===== src/rtl/clock_repl_pkg.sv =====
package clock_repl_pkg;

    typedef enum logic [1:0] {
        INS_NORMAL = 2'd0,
        INS_RARE   = 2'd1,
        INS_HALF   = 2'd2,
        INS_THREAD = 2'd3
    } ins_mode_e;

    typedef enum logic [1:0] {
        ST_IDLE  = 2'd0,
        ST_SWEEP = 2'd1,
        ST_FILL  = 2'd2
    } repl_state_e;

endpackage


===== src/rtl/rp_lfsr.sv =====
module rp_lfsr #(
    parameter int W         = 16,
    parameter int PICK_BITS = 5,
    parameter logic [W-1:0] TAPS = W'('hB400),
    parameter logic [W-1:0] SEED = W'('hACE1)
) (
    input  logic clk,
    input  logic rst,
    output logic rare_set
);
    logic [W-1:0] q;

    // Galois shift register, advances every cycle
    always_ff @(posedge clk) begin
        if (rst) begin
            q <= SEED;
        end else begin
            q <= (q >> 1) ^ (q[0] ? TAPS : '0);
        end
    end

    assign rare_set = (q[PICK_BITS-1:0] == '0);
endmodule


===== src/rtl/rp_burst.sv =====
module rp_burst #(
    parameter int RUN = 64
) (
    input  logic clk,
    input  logic rst,
    input  logic step,
    output logic phase_on
);
    localparam int PERIOD = 2 * RUN;
    localparam int CW     = $clog2(PERIOD);

    logic [CW-1:0] cnt;

    // counts fills modulo PERIOD
    always_ff @(posedge clk) begin
        if (rst) begin
            cnt <= '0;
        end else if (step) begin
            cnt <= (cnt == CW'(PERIOD - 1)) ? '0 : cnt + 1'b1;
        end
    end

    assign phase_on = (cnt < CW'(RUN));
endmodule


===== src/rtl/rp_store.sv =====
module rp_store #(
    parameter int SETS = 16,
    parameter int WAYS = 16,
    localparam int SET_W = $clog2(SETS),
    localparam int WAY_W = $clog2(WAYS)
) (
    input  logic             clk,
    input  logic             rst,
    input  logic [SET_W-1:0] rd_set,
    output logic [WAYS-1:0]  rd_use,
    output logic [WAY_W-1:0] rd_hand,
    input  logic [SET_W-1:0] wr_set,
    input  logic             wr_en,
    input  logic [WAY_W-1:0] wr_way,
    input  logic             wr_val,
    input  logic             adv_en
);
    logic [WAYS-1:0]  use_all  [SETS];
    logic [WAY_W-1:0] hand_all [SETS];

    for (genvar g = 0; g < SETS; g++) begin : g_set
        logic [WAYS-1:0]  u;
        logic [WAY_W-1:0] h;
        logic             sel;

        assign sel = (wr_set == SET_W'(g));

        always_ff @(posedge clk) begin
            if (rst) begin
                u <= '0;
                h <= '0;
            end else if (sel) begin
                if (wr_en) begin
                    u[wr_way] <= wr_val;
                end
                if (adv_en) begin
                    h <= (h == WAY_W'(WAYS - 1)) ? '0 : h + 1'b1;
                end
            end
        end

        assign use_all[g]  = u;
        assign hand_all[g] = h;
    end

    assign rd_use  = use_all[rd_set];
    assign rd_hand = hand_all[rd_set];
endmodule


===== src/rtl/clock_repl.sv =====
module clock_repl
    import clock_repl_pkg::*;
#(
    parameter int SETS      = 16,
    parameter int WAYS      = 16,
    parameter int RARE_BITS = 5,
    parameter int HALF_RUN  = 64,
    parameter int LFSR_W    = 16,
    localparam int SET_W = $clog2(SETS),
    localparam int WAY_W = $clog2(WAYS)
) (
    input  logic             clk,
    input  logic             rst,
    input  logic             req_valid,
    input  logic [SET_W-1:0] req_set,
    input  logic [WAY_W-1:0] req_way,
    input  logic             req_hit,
    input  logic             req_write,
    input  logic [1:0]       req_mode,
    input  logic             req_fragile,
    output logic             busy,
    output logic             victim_done,
    output logic [WAY_W-1:0] victim_way
);
    repl_state_e state_q, state_d;

    logic [SET_W-1:0] cur_set_q;
    ins_mode_e        cur_mode_q;
    logic             cur_frag_q;

    logic [WAYS-1:0]  rd_use;
    logic [WAY_W-1:0] rd_hand;
    logic [SET_W-1:0] wr_set;
    logic             wr_en;
    logic [WAY_W-1:0] wr_way;
    logic             wr_val;
    logic             adv_en;
    logic             fill_step;
    logic             rare_set;
    logic             phase_on;
    logic             fill_val;
    logic             take_hit;
    logic             take_miss;

    assign take_hit  = req_valid && !req_write && req_hit;
    assign take_miss = req_valid && !req_write && !req_hit;

    rp_store #(.SETS(SETS), .WAYS(WAYS)) u_store (
        .clk     (clk),
        .rst     (rst),
        .rd_set  (cur_set_q),
        .rd_use  (rd_use),
        .rd_hand (rd_hand),
        .wr_set  (wr_set),
        .wr_en   (wr_en),
        .wr_way  (wr_way),
        .wr_val  (wr_val),
        .adv_en  (adv_en)
    );

    rp_lfsr #(.W(LFSR_W), .PICK_BITS(RARE_BITS)) u_rng (
        .clk      (clk),
        .rst      (rst),
        .rare_set (rare_set)
    );

    rp_burst #(.RUN(HALF_RUN)) u_burst (
        .clk      (clk),
        .rst      (rst),
        .step     (fill_step),
        .phase_on (phase_on)
    );

    // state register
    always_ff @(posedge clk) begin
        if (rst) begin
            state_q <= ST_IDLE;
        end else begin
            state_q <= state_d;
        end
    end

    // miss context captured when a sweep starts
    always_ff @(posedge clk) begin
        if (rst) begin
            cur_set_q  <= '0;
            cur_mode_q <= INS_NORMAL;
            cur_frag_q <= 1'b0;
        end else if (state_q == ST_IDLE && take_miss) begin
            cur_set_q  <= req_set;
            cur_mode_q <= ins_mode_e'(req_mode);
            cur_frag_q <= req_fragile;
        end
    end

    // fill value selected by insertion mode
    always_comb begin
        unique case (cur_mode_q)
            INS_NORMAL: fill_val = 1'b1;
            INS_RARE:   fill_val = rare_set;
            INS_HALF:   fill_val = phase_on;
            INS_THREAD: fill_val = cur_frag_q ? 1'b1 : rare_set;
            default:    fill_val = 1'b1;
        endcase
    end

    // next state
    always_comb begin
        state_d = state_q;
        unique case (state_q)
            ST_IDLE:  if (take_miss)        state_d = ST_SWEEP;
            ST_SWEEP: if (!rd_use[rd_hand]) state_d = ST_FILL;
            ST_FILL:                        state_d = ST_IDLE;
            default:                        state_d = ST_IDLE;
        endcase
    end

    // outputs and state-array commands
    always_comb begin
        busy        = 1'b0;
        victim_done = 1'b0;
        victim_way  = rd_hand;
        wr_set      = cur_set_q;
        wr_en       = 1'b0;
        wr_way      = rd_hand;
        wr_val      = 1'b0;
        adv_en      = 1'b0;
        fill_step   = 1'b0;
        unique case (state_q)
            ST_IDLE: begin
                if (take_hit) begin
                    wr_set = req_set;
                    wr_en  = 1'b1;
                    wr_way = req_way;
                    wr_val = 1'b1;
                end
            end
            ST_SWEEP: begin
                busy = 1'b1;
                if (rd_use[rd_hand]) begin
                    wr_en  = 1'b1;
                    wr_val = 1'b0;
                    adv_en = 1'b1;
                end
            end
            ST_FILL: begin
                busy        = 1'b1;
                victim_done = 1'b1;
                wr_en       = 1'b1;
                wr_val      = fill_val;
                fill_step   = 1'b1;
            end
            default: begin
                busy = 1'b0;
            end
        endcase
    end
endmodule


===== config.mk =====
export PLATFORM = sky130hd
export DESIGN_NAME = clock_repl
export DESIGN_NICKNAME = d
export VERILOG_FILES = /design/src/rtl/clock_repl_pkg.sv /design/src/rtl/rp_lfsr.sv /design/src/rtl/rp_burst.sv /design/src/rtl/rp_store.sv /design/src/rtl/clock_repl.sv
export SDC_FILE = /design/constraint.sdc
export NUM_CORES = 1
export LEC_CHECK = 0
export BUFFER_PORTS_ARGS = -buffer_cell sky130_fd_sc_hd__buf_4
export CORE_MARGIN = 2
export CORE_UTILIZATION = 40
export CTS_BUF_LIST = sky130_fd_sc_hd__clkbuf_4
export DETAILED_ROUTE_END_ITERATION = 6
export PLACE_DENSITY = 0.66
export SYNTH_ARGS = -nofsm -noshare
export SYNTH_HDL_FRONTEND = slang
export SYNTH_SLANG_ARGS = --single-unit

===== constraint.sdc =====
create_clock -name clk -period 9.05 [get_ports clk]
set_input_delay 1.81 -clock clk [delete_from_list [all_inputs] [get_ports clk]]
set_output_delay 1.81 -clock clk [all_outputs]
set_load 0.005 [all_outputs]

* Yosys cells after proc, flatten, opt, wreduce, memory -nomap -nowiden *
Index checks and enable logic that the tools add are counted.

storage, ports and cells
  bits in registers = 352
  input bits = 16
  output and inout port bits = 6
  logic and storage cells = 206

operators by class
  add/subtract/negate cells = 17
  $lt $le $gt $ge = 5
  equality and inequality tests = 39
  mux-type cells = 60
  bitwise gates (word level) = 2
  reduce and logical (&&, ||, !) cells = 45

operators by type and width
  cell                                                                          number
  16-bit bitwise mux                                                            16
  4-bit == test, second input constant                                          24
  4-bit two-way mux                                                             22
  2-bit AND reduction                                                           33
  4-bit by 1-bit adder with 4-bit output, second input constant                 16
  16-bit binary-select mux with 4-bit select                                    1
  16-bit two-way mux                                                            3
  4-bit binary-select mux with 4-bit select                                     1
  4-bit by 3-bit == test with 1-bit output, second input constant               4
  15-bit by 16-bit bitwise XOR with 16-bit output                               1
  4-bit by 5-bit less-than comparator with 1-bit output, second input constant  2
  4-bit by 2-bit == test with 1-bit output, second input constant               2
  1-bit two-way mux                                                             8
  7-bit by 1-bit adder with 7-bit output, second input constant                 1
  7-bit == test, second input constant                                          1
  7-bit less-than comparator, second input constant                             1
  7-bit two-way mux                                                             1
  2-bit == test, second input constant                                          3
  5-bit greater-or-equal comparator, second input constant                      1
  1-bit logical AND                                                             5
  5-bit logical NOT                                                             1
  4-bit NOT with 5-bit output                                                   1
  1-bit binary-select mux with 4-bit select                                     1
  1-bit demux with 4-bit select                                                 1
  other kinds (13)                                                              18

* Depth between registers and ports, before layout *
  depth after elaboration = 11
  mapped depth = 14
  mapped depth without buffers = 10

* Hierarchy *
Synthesis repeated with hierarchy kept, for this count alone.

unflattened totals
  cell total of the unflattened synthesis = 2026
  area total of the unflattened synthesis = 18516.5 sq um

modules (own cells, without submodules)
  module      instances  cells each  area an instance (sq um)  sequential area each (sq um)
  rp_store    1          1866        17016.3                   6406.1
  clock_repl  1          82          706.9                     180.2
  rp_lfsr     1          38          459.2                     320.3
  rp_burst    1          40          334.1                     140.1

* Worst setup path after synthesis *
OpenSTA, ideal clock, no wires.

  kind = input to register
  start = input req_write
  end = register u_store.g_set[14].u[12]
  library setup time = 0.072 ns
  arrival = 4.131 ns
  data required time = 8.978 ns
  setup slack = 4.847 ns
  cell stages on the path = 11
  buffers on the path = 4
  cell sequence = nand4b_1 clkbuf_1 clkbuf_1 nand2_1 nand2_1 clkbuf_1 nand2_1 nor2_1 clkbuf_1 a22oi_1 a21oi_1

between the ends
  cells in the longest elaborated chain, start to end = 10
  elaborated cells between the ends (all ways) = 18
  those cells by class = 2 x order compare; 1 x eq/ne; 10 x mux; 5 x reduce/logical

ends and longest elaborated chain
  element                                                                                                                                                             RTL line           source
  from (decl)                                                                                                                                                         clock_repl.sv:18   input logic req_write,
  1-bit logical NOT *                                                                                                                                                 clock_repl.sv:45   assign take_hit = req_valid && !req_write && req_hit;
  1-bit logical AND * (2 in a row)                                                                                                                                    clock_repl.sv:45
  4-bit two-way mux                                                                                                                                                   clock_repl.sv:131  if (take_hit) begin
  4-bit two-way mux                                                                                                                                                   clock_repl.sv:129  unique case (state_q)
  4-bit by 5-bit less-than comparator with 1-bit output (implied by the code) / 4-bit by 1-bit greater-or-equal comparator with 1-bit output (equally long branches)  rp_store.sv:34     u[wr_way] <= wr_val;
  1-bit logical AND (implied by the code)                                                                                                                             rp_store.sv:34
  1-bit two-way mux (implied by the code)                                                                                                                             rp_store.sv:34
  1-bit demux with 4-bit select                                                                                                                                       n/a
  16-bit bitwise mux                                                                                                                                                  rp_store.sv:34
  to (signal, indexed assignment)                                                                                                                                     rp_store.sv:34
  to (decl)                                                                                                                                                           rp_store.sv:22     logic [WAYS-1:0] u;

Every way passes the cells marked *; elsewhere a longest branch is shown, timed or not.
A chain may end at the register's enable or synchronous reset.

* Final worst setup path *
  start = register cur_set_q[1]
  end = output victim_way[1]

between the ends
  cells in the longest elaborated chain, start to end = 4

ends and longest elaborated chain
  element                                               RTL line          source
  from (decl)                                           clock_repl.sv:27  logic [SET_W-1:0] cur_set_q;
  from (signal assigned)                                clock_repl.sv:90  cur_set_q <= req_set;
  4-bit NOT with 5-bit output (implied by the code)     rp_store.sv:47    assign rd_hand = hand_all[rd_set];
  4-bit binary-select mux with 4-bit select             rp_store.sv:47
  4-bit two-way mux (implied by the code) (2 in a row)  rp_store.sv:47
  to (decl)                                             clock_repl.sv:23  output logic [WAY_W-1:0] victim_way

Every way passes these cells. The select of a mux whose other input is x is not followed.

==> impl_metrics.json <==
{
  "via_per_inst": 6.21,
  "io_pins": 22,
  "r2r-end": "u_store.g_set[8].u[5]",
  "grt_remaining_overflow": 0,
  "antenna_found_initial": 2,
  "postSynthCellCount": 1860,
  "ff2ff_setup_slack_ns": 3.40,
  "mappedNetlistNets": 1898,
  "synthDistinctLibCells": 72,
  "holdPathStages": 1,
  "cts_tree": "yes",
  "cpMostUsedCell": "buf_4",
  "drt_wl_total_microns": 52900,
  "vias": 15500,
  "post-cts-setup-buffer-count": 0,
  "syn_to_final_growth_pct": 10.4,
  "die_y_microns": 214,
  "grt_start_max_net_pins": 173,
  "reg2regPathDepth": 10,
  "grt_pass1_vias": 14400,
  "synth_area_leaders": "dfxtp_1 (40%), mux4_2 (11%), a22oi_1 (8.8%), a21oi_1 (5.9%), nand2_1 (3.1%)",
  "holdCritStartpoint": "u_rng.q[7]",
  "antenna_left": 0,
  "final_net_count": 1891,
  "cts_max_path_buffers": 3,
  "drive_gt1_share_pct": 19.6,
  "slowest_delay_ns": 0.81,
  "fin_skew_ns": 0.0626,
  "cts-resized-gates": 0,
  "p_per_area_nw_per_um2": 163,
  "synth_ff_type": "dfxtp_1",
  "dieArea_sq_um": 45700,
  "ff_latch_area_sq_um": 7050,
  "worst_pin_slew_ns": 1.42,
  "worstSetupStartpointType": "register",
  "crit_type": "register to primary output",
  "num_rows": 76,
  "min_path_type": "register to register",
  "ys_warn_count": 0,
  "outcome": "complete, no violations",
  "yosysMostFrequentCell": "dfxtp_1",
  "clk_latency_ns": 0.83,
  "endpoint_kind": "primary output",
  "holdBufCountCts": 0,
  "place_inst": 2341,
  "gp_congestion": 0.975,
  "async_flop_share_pct": 0,
  "worstHoldEndpoint": "u_rng.q[6]",
  "yosysSeqAreaShare_pct": 40.1,
  "report.final.hold_viol_count": 0,
  "cts.clk_slew.worst_paths_ns": 0.07,
  "totalPowerFinal_mw": 3.16,
  "cp.arrival_ns": 3.90,
  "h-tree-depth": 3,
  "route.detailed.drc": 0,
  "synth_edf_count": 0,
  "rsz0062_at_grt": "no",
  "synth_area_sq_um": 17600,
  "setup-tns-final_ns": 0,
  "cp_max_fo": 46,
  "period_needed_ns": 5.71,
  "routedWlPerCell_microns": 21.1,
  "synthTopCellsByCount": "dfxtp_1 (352), a21oi_1 (209), a22oi_1 (207)",
  "worst-path-buf-inv": 3,
  "fmax_ghz": 0.175,
  "clock_tree.root_cell": "clkbuf_4",
  "cp_top_family": "multiplexers",
  "grt_usage_pct": 23.1,
  "cp.required_ns": 7.24,
  "core_sq_um": 43300,
  "final_max_slew_viol_count": 0,
  "max_cap_violations": 0,
  "multi_input_area_sq_um": 9800,
  "worst_path_max_delay_cell": "dfxtp_4",
  "port_buffers": 21,
  "synth_seq_cells": 352,
  "slew_headroom_pct": 4.71,
  "finalSetupViolations": 0,
  "start_util_pct": 40.6,
  "crit_chain": "buf_4, mux4_2, mux2_2, mux2i_1, inv_1, buf_4",
  "yosysTopAreaCell": "dfxtp_1",
  "final_cells": 2501,
  "drtPass1Iterations": 6,
  "dpl.hpwl_microns": 33800,
  "postSynthAreaPerCell_sq_um": 9.45,
  "first_iter_violations": 1885,
  "synth_top_area_share_pct": 40.1,
  "leakagePower_nw": 6.57,
  "cts_sinks": 352,
  "fin_crit_sh_pct": 63.0,
  "crit-reg2reg-launch": "cur_set_q[1]",
  "ir_worst_vdd_uv": 68.9,
  "cts_inserted_buffers": 95,
  "die_w_microns": 214,
  "grt_pass1_wl_microns": 82000,
  "nFillCells": 4122
}
-- stage by stage --
step           hold slack, ns  worst slack [ns]  util [%]  cell area, sq um
4_1_cts                 0.416              3.29      44.9             19400
5_1_grt                 0.421              3.05      44.9             19400
2_1_floorplan           0.389              4.85         -             17600
3_3_place_gp            0.394              3.61      42.1             18200
3_5_place_dp            0.397              3.53      42.1             18200
6_report                0.409              3.34      44.9             19400
-- how the worst max path moves through the flow --
stage / startpoint / end / slack [ns] / cells past startpoint
2_1_floorplan: req_write / u_store.g_set[14].u[12] / 4.85 / 11
3_3_place_gp: cur_set_q[1] / u_store.g_set[8].u[7] / 3.61 / 10
3_5_place_dp: cur_set_q[1] / u_store.g_set[8].u[13] / 3.53 / 10
4_1_cts: cur_set_q[1] / victim_way[1] / 3.29 / 6
5_1_grt: cur_set_q[1] / u_store.g_set[8].u[1] / 3.05 / 10
6_report: cur_set_q[1] / victim_way[1] / 3.34 / 6
-- logic make-up (layout without fill, tap and decap cells) --
kind of cell / Yosys count / after routing / synth area share, %
adders and majority gates: 22 / 22 / 1.57
other: 0 / 2 / 0
DFF: 352 / 352 / 40.1
AOI/OAI and AO/OA: 673 / 673 / 25.9
buffers and inverters: 203 / 257 / 5.00
xor gates and xnor gates: 7 / 7 / 0.349
and+or+nand+nor: 469 / 469 / 13.4
muxes: 134 / 134 / 13.7
-- sequential cells by signal, summed over array words and instances, names as in the netlist --
| register | count |
|---|---|
| cur_mode_q | 2 |
| cur_frag_q | 1 |
| u_store.g_set.h | 64 |
| u_burst.cnt | 7 |
| u_store.g_set.u | 256 |
| state_q | 2 |
| u_rng.q | 16 |
| cur_set_q | 4 |
-- routing by layer --
layer,part of all wire [%],up-vias,GRT usage [%]
met5,0,-,0
met4,4.2,0,11.6
met3,8.6,127,5.24
met2,44,694,35.1
met1,43,7533,30.9
li1,-,7176,-
-- power by group --
group	internal, mW	leakage (nW)	switching (mW)
Clock	0.755	0.708	0.666
Combinational	0.0454	3.03	0.123
Sequential	1.56	2.84	0.0120
Total	2.36	6.57	0.801
-- layout by cell type, fill, tap and decap left out, types with 26 or more instances in the layout --
cell type  count
dfxtp_1      350
o21ai_0       56
mux2i_1       39
o22ai_1       34
nor3_1        84
nand2_1      144
nand4_1       32
a31oi_1       38
inv_1         26
clkbuf_4     140
nor2_1        68
a21oi_1      208
a22oi_1      207
o21a_1        26
buf_4         72
mux4_2        85
-- worst reg2reg max path: stages (launching register included) --
cell	delay (ns)
dfxtp_4	0.81
buf_4	0.78
mux4_2	0.46
mux2i_1	0.30
nand3b_1	0.20
a221oi_1	0.13
nor3_2	0.84
a22oi_4	0.31
buf_4	0.39
a2111oi_4	1.08
a21oi_1	0.18
-- area by class of cell --
type / count / share of cell area [%]
flip-flops and latches: 352 / 36.3
clock buffers: 140 / 5.41
repair buffers: 72 / 2.78
diodes: 2 / 0.0258
multi-input cells: 1305 / 50.5
clock inverters: 18 / 0.644
well taps: 585 / 3.77
inverters: 27 / 0.561
Power figures use the tool's default switching activity.
